==> src/rtl/rtc_pkg.sv <==
// Package rtc_pkg
// Shared field indices, register offsets and BCD calendar helpers for the
// clock core. Assumes every time field is one packed-BCD byte.
package rtc_pkg;

    localparam int NFIELD = 7;          // live time fields
    localparam int NALARM = 6;          // alarm fields (no weekday)

    localparam int F_SEC  = 0;
    localparam int F_MIN  = 1;
    localparam int F_HOUR = 2;
    localparam int F_DAY  = 3;
    localparam int F_MON  = 4;
    localparam int F_YEAR = 5;
    localparam int F_WDAY = 6;

    localparam int A_TIME0 = 'h00;
    localparam int A_ALM0  = 'h08;
    localparam int A_CTRL  = 'h10;
    localparam int A_STAT  = 'h11;
    localparam int A_IEN   = 'h12;
    localparam int A_CMPL  = 'h13;
    localparam int A_CMPH  = 'h14;

    localparam int C_RUN  = 0;
    localparam int C_SNAP = 1;
    localparam int C_COMP = 2;

    typedef logic [NFIELD-1:0][7:0] rtc_fields_t;
    typedef logic [NALARM-1:0][7:0] rtc_alarm_t;

    // Value held by every live field after reset.
    function automatic rtc_fields_t reset_fields();
        rtc_fields_t f;
        f         = '0;
        f[F_DAY]  = 8'h01;
        f[F_MON]  = 8'h01;
        return f;
    endfunction

    // Increment a packed-BCD byte by one (no wrap handling).
    function automatic logic [7:0] bcd_inc(input logic [7:0] v);
        if (v[3:0] == 4'h9) return {v[7:4] + 4'h1, 4'h0};
        return {v[7:4], v[3:0] + 4'h1};
    endfunction

    // Leap test for a two-digit BCD year inside 2000..2099.
    function automatic logic bcd_leap(input logic [7:0] yr);
        logic [5:0] s;
        s = {1'b0, yr[7:4], 1'b0} + {2'b00, yr[3:0]};
        return (s[1:0] == 2'b00);
    endfunction

    // Last day of a BCD month in a given BCD year.
    function automatic logic [7:0] bcd_last_day(input logic [7:0] mon, input logic [7:0] yr);
        case (mon)
            8'h02:                      return bcd_leap(yr) ? 8'h29 : 8'h28;
            8'h04, 8'h06, 8'h09, 8'h11: return 8'h30;
            default:                    return 8'h31;
        endcase
    endfunction

endpackage

==> src/rtl/rtc_subsec.sv <==
// Module rtc_subsec
// Sub-second divider. Counts accepted ticks and pulses sec_step on the
// tick that completes a second. On a step flagged by comp_evt the counter
// is preloaded with the saturated signed correction instead of zero.
// Assumes comp_evt is valid in the same cycle as the completing tick.
module rtc_subsec #(
    parameter int SUB_W = 15
) (
    input  logic        clk,
    input  logic        rst_n,
    input  logic        run,
    input  logic        tick_en,
    input  logic        comp_evt,
    input  logic [15:0] comp_val,
    output logic        sec_step
);
    localparam int SW   = SUB_W + 1;
    localparam int MAXV = (1 << SUB_W) - 1;

    logic signed [SW-1:0] sub_q;
    logic signed [SW-1:0] preload;
    int                   cv;

    // Clamp the 16-bit correction into the counter's usable range.
    always_comb begin
        cv = int'($signed(comp_val));
        if (cv > MAXV)       cv = MAXV;
        else if (cv < -MAXV) cv = -MAXV;
        preload = SW'(cv);
    end

    // Last tick of the current second.
    assign sec_step = run && tick_en && (sub_q == SW'(MAXV));

    // Advance, wrap or preload the divider; hold it at zero while halted.
    always_ff @(posedge clk) begin
        if (!rst_n || !run) begin
            sub_q <= '0;
        end else if (tick_en) begin
            if (sec_step) sub_q <= comp_evt ? preload : '0;
            else          sub_q <= sub_q + SW'(1);
        end
    end
endmodule

==> src/rtl/rtc_calendar.sv <==
// Module rtc_calendar
// Live BCD time and date counters. A per-field load strobe overwrites a
// field; otherwise sec_step ripples a carry from seconds up to year and
// weekday. Assumes loads are only issued while the divider is halted.
module rtc_calendar
    import rtc_pkg::*;
(
    input  logic              clk,
    input  logic              rst_n,
    input  logic              sec_step,
    input  logic [NFIELD-1:0] ld_en,
    input  logic [7:0]        ld_data,
    output rtc_fields_t       now
);
    rtc_fields_t nxt;

    // Next calendar value after one second.
    always_comb begin
        nxt = now;
        if (now[F_SEC] == 8'h59) begin
            nxt[F_SEC] = 8'h00;
            if (now[F_MIN] == 8'h59) begin
                nxt[F_MIN] = 8'h00;
                if (now[F_HOUR] == 8'h23) begin
                    nxt[F_HOUR] = 8'h00;
                    nxt[F_WDAY] = (now[F_WDAY] >= 8'h06) ? 8'h00 : now[F_WDAY] + 8'h01;
                    if (now[F_DAY] == bcd_last_day(now[F_MON], now[F_YEAR])) begin
                        nxt[F_DAY] = 8'h01;
                        if (now[F_MON] == 8'h12) begin
                            nxt[F_MON]  = 8'h01;
                            nxt[F_YEAR] = (now[F_YEAR] == 8'h99) ? 8'h00 : bcd_inc(now[F_YEAR]);
                        end else begin
                            nxt[F_MON] = bcd_inc(now[F_MON]);
                        end
                    end else begin
                        nxt[F_DAY] = bcd_inc(now[F_DAY]);
                    end
                end else begin
                    nxt[F_HOUR] = bcd_inc(now[F_HOUR]);
                end
            end else begin
                nxt[F_MIN] = bcd_inc(now[F_MIN]);
            end
        end else begin
            nxt[F_SEC] = bcd_inc(now[F_SEC]);
        end
    end

    // One register per field: load has priority over stepping.
    for (genvar g = 0; g < NFIELD; g++) begin : g_field
        always_ff @(posedge clk) begin
            if (!rst_n)        now[g] <= reset_fields()[g];
            else if (ld_en[g]) now[g] <= ld_data;
            else if (sec_step) now[g] <= nxt[g];
        end
    end
endmodule

==> src/rtl/rtc_alarm.sv <==
// Module rtc_alarm
// Alarm compare and sticky flag. The compare is sampled one clock after a
// seconds step, when the live fields have settled. Assumes clr is a
// single-cycle write-one-to-clear strobe; a set in the same clock wins.
module rtc_alarm
    import rtc_pkg::*;
(
    input  logic        clk,
    input  logic        rst_n,
    input  logic        sec_step,
    input  rtc_fields_t now,
    input  rtc_alarm_t  alm,
    input  logic        clr,
    output logic        flag
);
    logic step_q;
    logic hit;

    // Remember that the live fields were just updated.
    always_ff @(posedge clk) begin
        if (!rst_n) step_q <= 1'b0;
        else        step_q <= sec_step;
    end

    assign hit = step_q && (now[NALARM-1:0] == alm);

    // Sticky flag: set on a hit, else cleared by software.
    always_ff @(posedge clk) begin
        if (!rst_n)   flag <= 1'b0;
        else if (hit) flag <= 1'b1;
        else if (clr) flag <= 1'b0;
    end
endmodule

==> src/rtl/rtc_regs.sv <==
// Module rtc_regs
// Register file: control, interrupt enable, compensation, alarm fields and
// the shadow bank. Decodes time loads (only while halted), the snapshot
// rising edge and the alarm clear, and muxes read data.
// Assumes a single write port and combinational reads.
module rtc_regs
    import rtc_pkg::*;
#(
    parameter int ADDR_W = 5
) (
    input  logic              clk,
    input  logic              rst_n,
    input  logic              reg_wr,
    input  logic [ADDR_W-1:0] reg_addr,
    input  logic [7:0]        reg_wdata,
    output logic [7:0]        reg_rdata,
    input  rtc_fields_t       now,
    input  logic              alm_flag,
    output logic              run,
    output logic              comp_en,
    output logic              irq_en,
    output logic [15:0]       comp_val,
    output rtc_alarm_t        alm,
    output logic [NFIELD-1:0] ld_en,
    output logic              snap_cap,
    output logic              alm_clr,
    output logic              running,
    output rtc_fields_t       shadow
);
    logic [2:0] ctrl_q;
    logic       wr_ctrl;
    logic       wr_stat;

    assign wr_ctrl  = reg_wr && (reg_addr == ADDR_W'(A_CTRL));
    assign wr_stat  = reg_wr && (reg_addr == ADDR_W'(A_STAT));
    assign run      = ctrl_q[C_RUN];
    assign comp_en  = ctrl_q[C_COMP];
    assign snap_cap = wr_ctrl && reg_wdata[C_SNAP] && !ctrl_q[C_SNAP];
    assign alm_clr  = wr_stat && reg_wdata[1];

    // Time loads are accepted only while the clock is halted.
    always_comb begin
        for (int i = 0; i < NFIELD; i++)
            ld_en[i] = reg_wr && !run && (reg_addr == ADDR_W'(A_TIME0 + i));
    end

    // Control bits.
    always_ff @(posedge clk) begin
        if (!rst_n)       ctrl_q <= '0;
        else if (wr_ctrl) ctrl_q <= reg_wdata[2:0];
    end

    // Running status lags the run bit by one clock.
    always_ff @(posedge clk) begin
        if (!rst_n) running <= 1'b0;
        else        running <= run;
    end

    // Interrupt enable and compensation bytes.
    always_ff @(posedge clk) begin
        if (!rst_n) begin
            irq_en   <= 1'b0;
            comp_val <= '0;
        end else if (reg_wr) begin
            if (reg_addr == ADDR_W'(A_IEN))  irq_en         <= reg_wdata[0];
            if (reg_addr == ADDR_W'(A_CMPL)) comp_val[7:0]  <= reg_wdata;
            if (reg_addr == ADDR_W'(A_CMPH)) comp_val[15:8] <= reg_wdata;
        end
    end

    // One byte register per alarm field.
    for (genvar g = 0; g < NALARM; g++) begin : g_alm
        always_ff @(posedge clk) begin
            if (!rst_n)
                alm[g] <= '0;
            else if (reg_wr && (reg_addr == ADDR_W'(A_ALM0 + g)))
                alm[g] <= reg_wdata;
        end
    end

    // Shadow bank captures all live fields on a snapshot rising edge.
    always_ff @(posedge clk) begin
        if (!rst_n)        shadow <= reset_fields();
        else if (snap_cap) shadow <= now;
    end

    // Read data mux.
    always_comb begin
        reg_rdata = '0;
        for (int i = 0; i < NFIELD; i++)
            if (reg_addr == ADDR_W'(A_TIME0 + i)) reg_rdata = shadow[i];
        for (int i = 0; i < NALARM; i++)
            if (reg_addr == ADDR_W'(A_ALM0 + i)) reg_rdata = alm[i];
        if (reg_addr == ADDR_W'(A_CTRL)) reg_rdata = {5'b0, ctrl_q};
        if (reg_addr == ADDR_W'(A_STAT)) reg_rdata = {6'b0, alm_flag, running};
        if (reg_addr == ADDR_W'(A_IEN))  reg_rdata = {7'b0, irq_en};
        if (reg_addr == ADDR_W'(A_CMPL)) reg_rdata = comp_val[7:0];
        if (reg_addr == ADDR_W'(A_CMPH)) reg_rdata = comp_val[15:8];
    end
endmodule

==> src/rtl/bcd_rtc_core.sv <==
// Module bcd_rtc_core
// Top of the BCD calendar clock: register file, sub-second divider with
// hourly correction, calendar counters and alarm. Assumes tick_en is a
// one-cycle pulse per crystal period, synchronous to clk.
module bcd_rtc_core
    import rtc_pkg::*;
#(
    parameter int SUB_W  = 15,
    parameter int ADDR_W = 5
) (
    input  logic              clk,
    input  logic              rst_n,
    input  logic              tick_en,
    input  logic              reg_wr,
    input  logic [ADDR_W-1:0] reg_addr,
    input  logic [7:0]        reg_wdata,
    output logic [7:0]        reg_rdata,
    output logic              alarm_irq
);
    rtc_fields_t       now;
    rtc_fields_t       shadow;
    rtc_alarm_t        alm;
    logic [NFIELD-1:0] ld_en;
    logic [15:0]       comp_val;
    logic              run, comp_en, irq_en, running;
    logic              snap_cap, alm_clr, alm_flag;
    logic              sec_step, comp_evt;

    // Hourly correction point: the step from second 00 while minute is 00.
    assign comp_evt  = comp_en && (now[F_MIN] == 8'h00) && (now[F_SEC] == 8'h00);
    assign alarm_irq = alm_flag & irq_en;

    rtc_regs #(.ADDR_W(ADDR_W)) u_regs (
        .clk(clk), .rst_n(rst_n), .reg_wr(reg_wr), .reg_addr(reg_addr),
        .reg_wdata(reg_wdata), .reg_rdata(reg_rdata), .now(now),
        .alm_flag(alm_flag), .run(run), .comp_en(comp_en), .irq_en(irq_en),
        .comp_val(comp_val), .alm(alm), .ld_en(ld_en), .snap_cap(snap_cap),
        .alm_clr(alm_clr), .running(running), .shadow(shadow)
    );

    rtc_subsec #(.SUB_W(SUB_W)) u_subsec (
        .clk(clk), .rst_n(rst_n), .run(run), .tick_en(tick_en),
        .comp_evt(comp_evt), .comp_val(comp_val), .sec_step(sec_step)
    );

    rtc_calendar u_cal (
        .clk(clk), .rst_n(rst_n), .sec_step(sec_step), .ld_en(ld_en),
        .ld_data(reg_wdata), .now(now)
    );

    rtc_alarm u_alarm (
        .clk(clk), .rst_n(rst_n), .sec_step(sec_step), .now(now),
        .alm(alm), .clr(alm_clr), .flag(alm_flag)
    );
endmodule

==> config.mk <==
export PLATFORM = sky130hd
export DESIGN_NAME = bcd_rtc_core
export DESIGN_NICKNAME = d
export VERILOG_FILES = /design/src/rtl/rtc_pkg.sv /design/src/rtl/rtc_subsec.sv /design/src/rtl/rtc_calendar.sv /design/src/rtl/rtc_alarm.sv /design/src/rtl/rtc_regs.sv /design/src/rtl/bcd_rtc_core.sv
export SDC_FILE = /design/constraint.sdc
export NUM_CORES = 1
export LEC_CHECK = 0
export BUFFER_PORTS_ARGS = -buffer_cell sky130_fd_sc_hd__buf_4
export CELL_PAD_IN_SITES_DETAIL_PLACEMENT = 0
export CELL_PAD_IN_SITES_GLOBAL_PLACEMENT = 2
export CORE_UTILIZATION = 38
export CTS_CLUSTER_SIZE = 25
export DETAILED_ROUTE_END_ITERATION = 16
export GPL_ROUTABILITY_DRIVEN = 0
export PLACE_DENSITY = 0.86
export SETUP_SLACK_MARGIN = 0.02
export SYNTH_ARGS = -nofsm -noshare
export SYNTH_HDL_FRONTEND = slang
export SYNTH_SLANG_ARGS = --single-unit
==> constraint.sdc <==
create_clock -name clk -period 3 [get_ports clk]
set_clock_uncertainty 0.05 [all_clocks]
set_input_delay 0.45 -clock clk [delete_from_list [all_inputs] [get_ports clk]]
set_output_delay 0.45 -clock clk [all_outputs]
set_load 0.05 [all_outputs]
==> After elaboration in Yosys (flattened, before gate mapping) <==
Cells that the tools add are included.
W data, S select, Z words.
{ "word_totals": {"ram_bits": 0, "mem_count": 0, "latch_bits": 0, "wordCells": 262, "out_inout_bits": 9, "ff_bits": 199, "romBits": 0} }
{ "classes": {"eq_ne": 36, "mul": 0, "magnitude_cmp": 3, "bitwise": 1, "muxes": 93, "div": 0, "n_reduce_logical": 80, "addsub": 15, "shifts": 0} }
{ "op_table": {"columns": ["operator", "count"], "rows": [
  ["$mux W8", 55],
  ["$mux W16", 5],
  ["$reduce_bool A2 Y1", 26],
  ["$add A4 B1 Y4 const B", 12],
  ["$eq A48 B48 Y1", 1],
  ["$mux W48", 1],
  ["$mux W40", 1],
  ["$mux W32", 1],
  ["$eq A5 B4 Y1 const B", 6],
  ["$mux W1", 29],
  ["$eq A5 B5 Y1 const B", 5],
  ["$eq A4 B4 Y1 const B", 6],
  ["$logic_and A1 B1 Y1", 24],
  ["$reduce_bool A3 Y1", 6],
  ["$add A16 B2 Y16 const B", 1],
  ["$eq A16 B16 Y1 const B", 1],
  ["$eq A8 B3 Y1 const B", 2],
  ["$eq A8 B5 Y1 const B", 2],
  ["$eq A8 B7 Y1 const B", 2],
  ["$gt A16 B16 Y1 const B", 1],
  ["$logic_not A8 Y1", 2],
  ["$lt A16 B16 Y1 const B", 1],
  ["$pmux W8 S2", 1],
  ["$eq A5 B3 Y1 const B", 3],
  ["other kinds (22)", 34]
]} }

==> Longest topological paths before layout <==
{ "logic_depth": {"word_depth": 21, "mapped_depth": 10, "mapped_depth_nobuf": 8} }

==> By module <==
From an unflattened synthesis, not the netlist that was laid out.
{ "unflattened": {"hier_cells": 1475, "hier_area_um2": 11805.1} }
{ "by_module_without_submodules": {"columns": ["module", "cells_each", "seq_area_each_um2", "instances", "area_per_inst_um2"], "rows": [
  ["rtc_regs", 795, 2502.4, 1, 6398.6],
  ["rtc_calendar", 467, 1121.1, 1, 3714.8],
  ["rtc_subsec", 129, 320.3, 1, 1012.2],
  ["rtc_alarm", 77, 40.0, 1, 610.6],
  ["bcd_rtc_core", 7, 0.0, 1, 68.8]
]} }

==> Least setup slack after synthesis <==
OpenSTA, ideal clock, no wires.
{ "synth_timing": {"path_kind": "in2out", "from": "input reg_addr[0]", "to": "output reg_rdata[7]", "cell_stages": 9, "setup_slack_ps": -637, "path_buffers": 3, "t_arrival_ps": 3137, "cell_sequence": "clkbuf_1 -> nor2_1 -> clkbuf_1 -> clkbuf_1 -> o211ai_1 -> nand3_1 -> o22ai_1 -> a31o_2 -> a222oi_1"} }
{ "synth_via": {"elab_chain_cells": 19} }
{ "synth_lines": {"columns": ["element", "line_no", "text"], "rows": [
  ["from (decl)", "bcd_rtc_core.sv:15", "input logic [ADDR_W-1:0] reg_addr,"],
  ["$logic_not A5 Y1", "rtc_regs.sv:91", "if (reg_addr == ADDR_W'(A_TIME0 + i)) reg_rdata = shadow[i];"],
  ["$mux W8 (7 in a row)", "rtc_regs.sv:91", null],
  ["$mux W8 (6 in a row)", "rtc_regs.sv:93", "if (reg_addr == ADDR_W'(A_ALM0 + i)) reg_rdata = alm[i];"],
  ["$mux W8", "rtc_regs.sv:94", "if (reg_addr == ADDR_W'(A_CTRL)) reg_rdata = {5'b0, ctrl_q};"],
  ["$mux W8", "rtc_regs.sv:95", "if (reg_addr == ADDR_W'(A_STAT)) reg_rdata = {6'b0, alm_flag, running};"],
  ["$mux W8", "rtc_regs.sv:96", "if (reg_addr == ADDR_W'(A_IEN)) reg_rdata = {7'b0, irq_en};"],
  ["$mux W8", "rtc_regs.sv:97", "if (reg_addr == ADDR_W'(A_CMPL)) reg_rdata = comp_val[7:0];"],
  ["$mux W8 *", "rtc_regs.sv:98", "if (reg_addr == ADDR_W'(A_CMPH)) reg_rdata = comp_val[15:8];"],
  ["to (decl)", "bcd_rtc_core.sv:17", "output logic [7:0] reg_rdata,"]
]} }
Every way passes the cells marked *; elsewhere a longest branch is shown, timed or not.

==> Worst setup path in the final report <==
{ "layout_timing": {"from": "input reg_addr[1]", "to": "output reg_rdata[7]"} }
Same word-level chain as after synthesis.

==> run_results.csv <==
group,metric,value,unit
flow_run,cap_violations,0,
floorplan,dieArea,0.0307,mm^2
setup_path,crit-reg2reg-launch,"u_cal.now[37]",
setup_path,crit_required,2.50,ns
power,switchingPower,1.57,mW
setup_path,critPathTopFamily,"compound AO/OA/AOI/OAI gates",
outcome,status,"completed",
timing,fin_crit,2.93,ns
power,p_seq_share,48.4,%
grt,antenna_found_initial,1,
cts,cts_buffers,17,
logic_synthesis,async_flop_share,0,%
final_layout,area_growth_syn_to_layout,14.3,%
cts,clk_path_buf_depth,2,
power,p_per_area,427,mW/mm^2
routing,vias,11500,
timing,hold_slack,0.242,ns
power,clkPwrFrac,43.0,%
routing,drtIter0Drc,1294,
logic_synthesis,synthDistinctLibCells,82,
power,p_sw_share,28.3,%
setup_path,r2r_slack,0.21,ns
timing,tns,0,ns
timing,fin_ws,0.0719,ns
timing,rsz0062_at_grt,"no",
routing,routedWlPerCell,23.4,um
logic_synthesis,syn-cell-area,0.0114,mm^2
timing,post-route-period-util,97.6,%
logic_synthesis,syn_area_per_cell,7.71,um^2
floorplan,core.rowCount,63,
logic_synthesis,synth_edf_count,0,
cts,htreeDepth,4,
placement,place_hpwl,31.9,mm
grt,grt_use_total,29.1,%
logic_synthesis,ys_warn_count,0,
placement,pre_cts_ws,0.0516,ns
routing,drt-total-wl,44.5,mm
cts,cts_tree,"done",
cts,clk_latency,0.47,ns
setup_path,critPathCaptureType,"output port",
timing,hold_viol,0,
logic_synthesis,ys_ff_latch,199,
routing,dr.pass1.iters,6,
worst_hold_path,min_from,"tick_en",
power,p_int,3.99,mW
power,power_frac_comb,8.7,%
setup_path,slowest_delay,0.49,ns
grt,overflow,0,
setup_path,cp.arrival,2.43,ns
setup_path,startpoint_type,"input pin",
timing,worstMarginPinSlew,0.672,ns
logic_synthesis,synth_nets,1522,
cts,clockRootBuffer,"clkbuf_16",
floorplan,die_h,175,um
setup_path,cp_num_buf_inv,2,
cts,path_clk_slew,0.09,ns
routing,drc,0,
routing,routed_via_density,6.04,
logic_synthesis,yosysSeqAreaShare,34.9,%
setup_path,path_class,"input pin to output port",
logic_synthesis,ys.flop_type,"dfxtp_1",
placement,io_buffers,25,
setup_path,cp_slowest_cell,"nor2b_1",
final_layout,drive_above_1_share,12.9,%
grt,grt_pass1_vias,10400,
final_layout,nets,1538,
logic_synthesis,postSynthCellCount,1480,
setup_path,rr_worst_depth,8,
cts,cts_setup_buffers,0,
floorplan,ios,26,
setup_path,crit_path_frequent_cell,"buf_4",
placement,placedInstanceArea,0.0124,mm^2
routing,final_antenna_net_count,0,
grt,grt_pass1_wl,66.9,mm
worst_hold_path,min_path_cells,2,
power,p_leak,4.79,nW
worst_hold_path,min_to,"u_subsec.sub_q[14]",
floorplan,coreArea,0.0296,mm^2
setup_path,path_max_fanout,12,
timing,setup_viol,0,
timing,max_freq,342,MHz
worst_hold_path,min_path_type,"input pin to flop",
grt,grt_max_degree,60,
power,irDropWorstVdd,0.000418,V
floorplan,die_w,175,um
timing,slew_viol_final,0,
final_layout,final_area,0.0130,mm^2
setup_path,r2r_end,"u_cal.now[28]",
cts,cts.sinks,199,
floorplan,initial_core_util,38.6,%
timing,slew_headroom,55.2,%
setup_path,cp_cell_sequence,"buf_4, nor2b_1, o211ai_1, nand3_1, o22ai_1, a31o_2, a222oi_1, buf_4",
[kinds of logic after synthesis]
family | after synthesis | synth area share (%)
mux | 50 | 4.71
compound gates | 368 | 21.1
simple gates | 631 | 27.2
buf+inv | 154 | 5.31
flops | 199 | 34.9
xor+xnor | 53 | 4.07
fa+ha+maj | 25 | 2.74
[power groups by stage]
stage	logic [mW]	registers (mW)	clock network, mW
6_report	0.483	2.69	2.39
5_1_grt	0.511	2.69	2.54
4_1_cts	0.472	2.69	2.42
3_5_place_dp	0.471	2.75	0
3_3_place_gp	0.470	2.75	0
2_1_floorplan	0.299	2.74	0
[per-layer routing]
layer / vias up / GRT usage (%) / routed length, um
li1: 5391 / - / -
met1: 5556 / 40.7 / 20200
met2: 448 / 43.5 / 19400
met3: 89 / 5.41 / 3240
met4: 0 / 12.8 / 1630
met5: - / 0 / 0
[synth_stat cells, types with 15 or more instances]
master / instances / area [um^2]
mux2i_1: 40 / 400
nor3_1: 38 / 190
clkbuf_1: 98 / 368
a22oi_1: 15 / 113
inv_1: 35 / 131
xnor2_1: 31 / 272
o21ai_0: 55 / 275
and3_1: 17 / 106
nor4_1: 20 / 125
nand3_1: 79 / 395
a21oi_1: 132 / 661
nand4_1: 22 / 138
a31oi_1: 20 / 125
ha_1: 25 / 313
nor2b_1: 19 / 119
nor2_1: 102 / 383
dfxtp_1: 199 / 3980
xor2_1: 22 / 193
nand2_1: 243 / 912
[sequential cells by signal, summed over array words and instances, names as in the netlist]
signal and flops:
u_alarm.flag 1, u_alarm.step_q 1, u_cal.now 56, u_regs.alm 48, u_regs.comp_val 16, u_regs.ctrl_q 3, u_regs.irq_en 1, u_regs.running 1
u_regs.shadow 56, u_subsec.sub_q 16
[worst max-delay path by stage]
| stage | start | endpoint | slack [ns] | cells after the start |
|---|---|---|---|---|
| after floorplan | reg_addr[3] | reg_rdata[7] | -0.22 | 7 |
| after global placement | reg_addr[0] | reg_rdata[7] | 0.005 | 8 |
| after detailed placement | reg_addr[0] | reg_rdata[7] | 0.05 | 8 |
| after CTS | reg_addr[0] | reg_rdata[7] | 0.04 | 8 |
| after global routing | u_cal.now[37] | u_cal.now[28] | 0.04 | 8 |
| final | reg_addr[1] | reg_rdata[7] | 0.07 | 8 |
[per-stage QoR]
step,total power [mW],std cells,util (%)
2_1_floorplan,3.04,1480,-
3_3_place_gp,3.22,1867,42.1
3_5_place_dp,3.22,1867,42.1
4_1_cts,5.59,1899,44.1
5_1_grt,5.74,1899,44.1
6_report,5.57,1900,44.1
[layout make-up]
cell class,instances,area (um^2)
Fill cell,2997,16500
Multi-Input combinational cell,1127,6930
Sequential cell,199,3980
Timing Repair Buffer,115,913
Tap cell,390,488
Clock buffer,17,425
Clock inverter,15,163
Inverter,36,138
Antenna cell,1,2.50
[cell usage in the layout, fill, tap and decap left out, types with 11 or more instances in the layout]
master | synthesis | final
a22oi_1 | 15 | 15
nand2_1 | 243 | 242
nor2b_1 | 19 | 17
nor4_1 | 20 | 18
ha_1 | 25 | 25
o22ai_1 | 14 | 14
and3_1 | 17 | 17
o21ai_0 | 55 | 52
buf_4 | 0 | 111
mux2i_1 | 40 | 40
xnor2_1 | 31 | 31
nor2_1 | 102 | 101
a31oi_1 | 20 | 20
dfxtp_1 | 199 | 199
a221oi_1 | 11 | 11
a21oi_1 | 132 | 131
nand4_1 | 22 | 22
nor3_1 | 38 | 35
xor2_1 | 22 | 22
inv_1 | 35 | 34
nand3_1 | 79 | 79
clkbuf_16 | 0 | 17
o211ai_1 | 11 | 11
o31ai_1 | 13 | 12
[what timing repair did]
item	4_1_cts	5_1_grt
pin swaps	0	0
resized for setup	1	4
endpoints found under the setup margin	1	2
hold buffers	0	0
No activity file was read; power rests on OpenSTA's default activity.
